==> config.mk <==
export PLATFORM = sky130hd
export DESIGN_NAME = rbs_mulaw_expander
export DESIGN_NICKNAME = d
export VERILOG_FILES = /design/src/rtl/rbs_pkg.sv /design/src/rtl/rbs_frame_classifier.sv /design/src/rtl/rbs_sample_expander.sv /design/src/rtl/rbs_mulaw_expander.sv
export SDC_FILE = /design/constraint.sdc
export NUM_CORES = 1
export LEC_CHECK = 0
export CORE_MARGIN = 5
export CORE_UTILIZATION = 40
export CTS_CLUSTER_DIAMETER = 80
export DETAILED_ROUTE_END_ITERATION = 16
export DONT_BUFFER_PORTS = 1
export PLACE_DENSITY_LB_ADDON = 0.3
export SYNTH_ARGS = -nofsm -noshare
export SYNTH_HDL_FRONTEND = slang
export SYNTH_SLANG_ARGS = --single-unit
==> constraint.sdc <==
create_clock -name clk -period 3.1 [get_ports clk]
set_clock_uncertainty 0.15 [all_clocks]
set_input_delay 0.465 -clock clk [delete_from_list [all_inputs] [get_ports clk]]
set_output_delay 0.465 -clock clk [all_outputs]
set_load 0.1 [all_outputs]
==> src/rtl/rbs_pkg.sv <==
package rbs_pkg;
  localparam int CODE_W = 8;
  localparam int LIN_W  = 14;
  localparam int OUT_W  = LIN_W + 1;

  typedef logic signed [LIN_W-1:0] lin_t;
  typedef logic signed [OUT_W-1:0] smp_t;

  // mu-law byte to 14-bit linear value
  function automatic lin_t mu_decode(input logic [CODE_W-1:0] code);
    logic [7:0]  inv;
    logic [5:0]  seg;
    logic [13:0] mag;
    inv = ~code;
    seg = {1'b0, inv[3:0], 1'b1} + 6'd32;
    mag = (14'(seg) << inv[6:4]) - 14'd33;
    return inv[7] ? -lin_t'(mag) : lin_t'(mag);
  endfunction

  // A-law byte to the same 14-bit linear scale
  function automatic lin_t a_decode(input logic [CODE_W-1:0] code);
    logic [7:0]  x;
    logic [5:0]  seg;
    logic [12:0] mag;
    x   = code ^ 8'h55;
    seg = {1'b0, x[3:0], 1'b1} + ((x[6:4] == 3'd0) ? 6'd0 : 6'd32);
    mag = (x[6:4] == 3'd0) ? 13'(seg) : (13'(seg) << (x[6:4] - 3'd1));
    return x[7] ? lin_t'({mag, 1'b0}) : -lin_t'({mag, 1'b0});
  endfunction
endpackage

==> src/rtl/rbs_frame_classifier.sv <==
module rbs_frame_classifier #(
  parameter int PULSE_CNT_W = 3
) (
  input  logic clk,
  input  logic rst_n,
  input  logic bclk,
  input  logic fsync,
  output logic robbed_frame
);
  localparam logic [PULSE_CNT_W-1:0] CNT_MAX = '1;
  localparam logic [PULSE_CNT_W-1:0] TWO     = PULSE_CNT_W'(2);

  logic                   bclk_q;
  logic [PULSE_CNT_W-1:0] hi_cnt;
  logic                   last_was_two;
  logic                   bclk_fall;

  assign bclk_fall = bclk_q & ~bclk;

  always_ff @(posedge clk or negedge rst_n) begin
    if (!rst_n) begin
      bclk_q       <= 1'b0;
      hi_cnt       <= '0;
      last_was_two <= 1'b0;
      robbed_frame <= 1'b0;
    end else begin
      bclk_q <= bclk;
      if (bclk_fall) begin
        if (fsync) begin
          if (hi_cnt != CNT_MAX) hi_cnt <= hi_cnt + 1'b1;
        end else if (hi_cnt != '0) begin
          robbed_frame <= (hi_cnt == TWO) && !last_was_two;
          last_was_two <= (hi_cnt == TWO);
          hi_cnt       <= '0;
        end
      end
    end
  end
endmodule

==> src/rtl/rbs_sample_expander.sv <==
module rbs_sample_expander
  import rbs_pkg::*;
(
  input  logic [CODE_W-1:0] code,
  input  logic              law_mulaw,
  input  logic              half_lsb,
  output smp_t              sample
);
  lin_t bound [2];
  lin_t mu_full;
  lin_t a_full;

  genvar j;
  generate
    for (j = 0; j < 2; j++) begin : g_bound
      assign bound[j] = mu_decode({code[CODE_W-1:1], 1'(j)});
    end
  endgenerate

  assign mu_full = mu_decode(code);
  assign a_full  = a_decode(code);

  always_comb begin
    if (!law_mulaw)
      sample = {a_full, 1'b0};
    else if (half_lsb)
      sample = smp_t'(bound[0]) + smp_t'(bound[1]);
    else
      sample = {mu_full, 1'b0};
  end
endmodule

==> src/rtl/rbs_mulaw_expander.sv <==
module rbs_mulaw_expander
  import rbs_pkg::*;
#(
  parameter int PULSE_CNT_W = 3
) (
  input  logic              clk,
  input  logic              rst_n,
  input  logic              bclk,
  input  logic              fsync,
  input  logic              rbe_en,
  input  logic              law_mulaw,
  input  logic              pcm_valid,
  output logic              pcm_ready,
  input  logic [CODE_W-1:0] pcm_data,
  output logic              out_valid,
  input  logic              out_ready,
  output logic [OUT_W-1:0]  out_sample
);
  logic robbed_frame;
  logic half_lsb;
  logic take;
  smp_t next_sample;

  rbs_frame_classifier #(.PULSE_CNT_W(PULSE_CNT_W)) u_class (
    .clk          (clk),
    .rst_n        (rst_n),
    .bclk         (bclk),
    .fsync        (fsync),
    .robbed_frame (robbed_frame)
  );

  assign half_lsb = robbed_frame & rbe_en & law_mulaw;

  rbs_sample_expander u_exp (
    .code      (pcm_data),
    .law_mulaw (law_mulaw),
    .half_lsb  (half_lsb),
    .sample    (next_sample)
  );

  assign pcm_ready = !out_valid || out_ready;
  assign take      = pcm_valid && pcm_ready;

  always_ff @(posedge clk or negedge rst_n) begin
    if (!rst_n) begin
      out_valid  <= 1'b0;
      out_sample <= '0;
    end else begin
      if (take) begin
        out_valid  <= 1'b1;
        out_sample <= next_sample;
      end else if (out_ready) begin
        out_valid  <= 1'b0;
      end
    end
  end
endmodule

==> key figures <==
Floorplan
  – Cell Rows: 37
  – Die X: approximately 110 um
  – Die area: 12,870 um2
  – Die H: 113.4 um
  – Starting Density: 0.4126
  – Core ar.: 10,370 um2
  – Total I/O pin count: 33

Power
  – Net switching power: between 1 and 1.5 mW
  – PwrDens: 426.1 nW/um2
  – Peak supply drop: 379.4 uV
  – Reg power frac: 0.263
  – Comb pwr share: 0.666
  – Pleak: around 2.5 nW
  – P_int: 1.244 mW
  – Power share of the clock group: 0.070
  – Sw frac: 0.5005

Layout
  – Area delta synth->final: 36.64%
  – Layout Utilization: 0.5638
  – Ant diodes: 0
  – Layout cells sized above 1: 0.3310
  – Nets: 757
  – Post-route non-filler standard cell count: 846

Synthesis
  – Top cells by area, synth: dfrtp_1, xnor2_1, ha_1
  – Most frequent cell after synthesis: nand2_1
  – Top FF cell, synth: dfrtp_1
  – Number of synthesized flops with an enable pin: 0
  – Syn Std Cell Area: 4279 um2
  – Sequential area share after synthesis: 0.1228
  – Syn nets: 638
  – FF+latch count, synth: 21
  – Cell taking the most area after synthesis: dfrtp_1
  – Post-synth top area share: 0.1228
  – Netlist cell types: 81
  – Synth warn: 0
  – Async set-reset flop share out of synthesis: 1.000
  – Gate Count Post-Synth: 592
  – Synthesized area per cell: 7.228 um2
  – Commonest cells post-synth: nand2_1, a21oi_1, nor2_1

CTS
  – Clk_lat worst skew: 0.26 ns
  – H-tree levels: 1
  – Clock sink total: 21
  – Num CTS Buffers: 3
  – Worst-path clk slew: 0.07 ns
  – Max Buffers Root-to-Sink: 2
  – CTS tree: done
  – Root buffer cell: clkbuf_8

Timing
  – Endpoints failing setup: 9
  – Least-Margin Pin Slew: 0.9288 ns
  – Tcrit/Tclk final: 1.140
  – Final hold viol count: 0
  – Final worst slack: -0.4350 ns
  – Pins over their slew limit: 0
  – Slew Limit Headroom: 0.3808
  – RSZ-0062 raised after global routing: yes
  – Max Clk Rate: about 280 MHz
  – Post-layout min period: 3.535 ns

Worst setup path
  – Critical-path top delay cell: or3_4
  – Req. time, crit path: 3.10 ns
  – Crit-path leading delay family: compound AO/OA/AOI/OAI gates
  – Worst path bufs/invs: 0
  – Worst path most repeated cell: a21oi_2
  – Worst Setup Path Type: in2reg
  – Critical path capture point type: flop
  – Critical path launch point type: input pin
  – Largest stage delay, worst path: 0.37 ns
  – Worst Path Max Fanout: 42
  – Arrival @ worst endpoint: 3.53 ns
  – Cells along the critical path: mux2i_4 -> mux2i_2 -> a41oi_2 -> o32ai_2 -> a21oi_2 -> nor3_2 -> nor2_1 -> xnor2_1 -> ha_2 -> or3_4 -> and4_1 -> a21oi_2 -> nand3b_1 -> a21oi_2 -> xor2_1 -> o221ai_1 -> o22a_1

Global routing
  – Initial antenna violation count: 0
  – First-pass GRT wire length: approximately 23,000 um
  – Gr usage total: 0.2138
  – Gr ovfl total: 0
  – Largest net degree at the start of global routing: 57
  – Number of global-route vias before repair: 4,525

Detailed routing
  – Vias: 4,752
  – DR iter-0 viols: roughly 370
  – TritonRoute pass-1 iters: 5
  – Post-DRT Antenna Nets: 0
  – DR DRC count: 0
  – Routed Wire Length: 14,060 um
  – DR vias/cell: 5.617
  – DR WL/cell: 16.62 um

Status
  – Failing checks: negative setup slack
  – Status: finished with violations

Placed design
  – Placed Instances: 829
  – Routability Congestion: 0.9585
  – Dpl ws: -0.7572 ns
  – I/O Buffers: 0
  – Hpwl dp: 11,270 um

Run
  – Max Cap Viol: 0

Min path
  – HP Class: in2reg
-- final timing paths --
path                            slack, ns                 start  depth (start not counted)                    to
max in group asynchronous            1.63                 rst_n                          1  u_class.robbed_frame
worst max register to register       1.09             out_valid                          5        out_sample[14]
worst min register to register       0.32  u_class.last_was_two                          1  u_class.robbed_frame
worst min-delay path                 0.08                  bclk                          0        u_class.bclk_q
worst max-delay path                -0.43           pcm_data[4]                         17        out_sample[12]
min in group asynchronous            0.63                 rst_n                          1         out_sample[5]
-- power by group through the flow --
| stage | Clock, mW | Combinational, mW | Sequential, mW |
|---|---|---|---|
| CTS | 0.178 | 1.50 | 0.660 |
| finish | 0.175 | 1.66 | 0.656 |
| global route | 0.194 | 1.79 | 0.668 |
| global placement | 0 | 1.39 | 0.661 |
| floorplan | 0 | 0.944 | 0.650 |
| detailed placement | 0 | 1.43 | 0.665 |
-- layout make-up --
| class | instances | area [um2] |
|---|---|---|
| Clock buffer | 3 | 41.29 |
| Inverter | 22 | 90.09 |
| Sequential cell | 21 | 525.5 |
| Fill cell | 973 | 4523 |
| Timing Repair Buffer | 152 | 1155 |
| Multi-Input combinational cell | 511 | 3860 |
| Clock inverter | 1 | 5.005 |
| Tap cell | 136 | 170.2 |
-- metrics by stage --
step / cell area, um2 / total power, mW / TNS [ns] / hold slack (ns)
6_report: 5847 / 2.491 / -2.058 / 0.07969
5_1_grt: 5847 / 2.654 / -3.484 / 0.05936
4_1_cts: 5625 / 2.339 / -1.399 / 0.07558
3_5_place_dp: 5443 / 2.100 / -6.037 / 0.01991
3_3_place_gp: 5443 / 2.055 / -5.053 / 0.01989
2_1_floorplan: 4508 / 1.595 / -3.418 / 0.01941
-- placed cells by master, fill, tap and decap left out, types with 4 or more instances in the layout --
master	count
buf_4	148
nand2_1	62
nor2_1	41
xnor2_1	40
a21oi_1	37
o21ai_0	31
ha_1	23
dfrtp_1	21
inv_1	19
xor2_1	17
o21ai_1	15
a21o_1	13
a31oi_1	13
nand3_1	13
nand2b_1	11
nor3_1	11
o21a_1	8
nor2b_1	8
mux2i_1	8
o211ai_1	7
a21oi_2	7
and3_1	6
o221ai_1	5
o31ai_1	5
o21ai_2	4
and2_1	4
a211oi_1	4
a21boi_2	4
a22oi_1	4
ha_4	4
-- cells by family after synthesis --
group | Yosys count | share of synthesized area
compound gates | 204 | 0.3278
simple gates | 198 | 0.2275
xor+xnor | 63 | 0.1289
buf+inv | 60 | 0.06374
fa+ha+maj | 30 | 0.08947
flops | 21 | 0.1228
mux | 15 | 0.03889
other cells | 1 | 0.0008764
-- metal layers --
layer | routed length [um] | global-route usage | up-vias
li1 | - | - | 2376
met1 | 6704 | 0.3152 | 2242
met2 | 6521 | 0.3452 | 122
met3 | 668 | 0.02122 | 12
met4 | 165 | 0.03125 | 0
met5 | 0 | 0 | -
-- sequential cells by signal, summed over array words and instances, names as in the netlist --
register / cells
out_valid: 1
out_sample: 14
u_class.robbed_frame: 1
u_class.last_was_two: 1
u_class.bclk_q: 1
u_class.hi_cnt: 3
-- repair_timing --
item                                    4_1_cts  5_1_grt
hold endpoints to repair                     21        0
pin swaps                                    15       31
resized for setup                            19       31
hold buffers                                  1        0
setup buffers                                 4        9
endpoints found under the setup margin       11       11
Power figures use the tool's default switching activity.
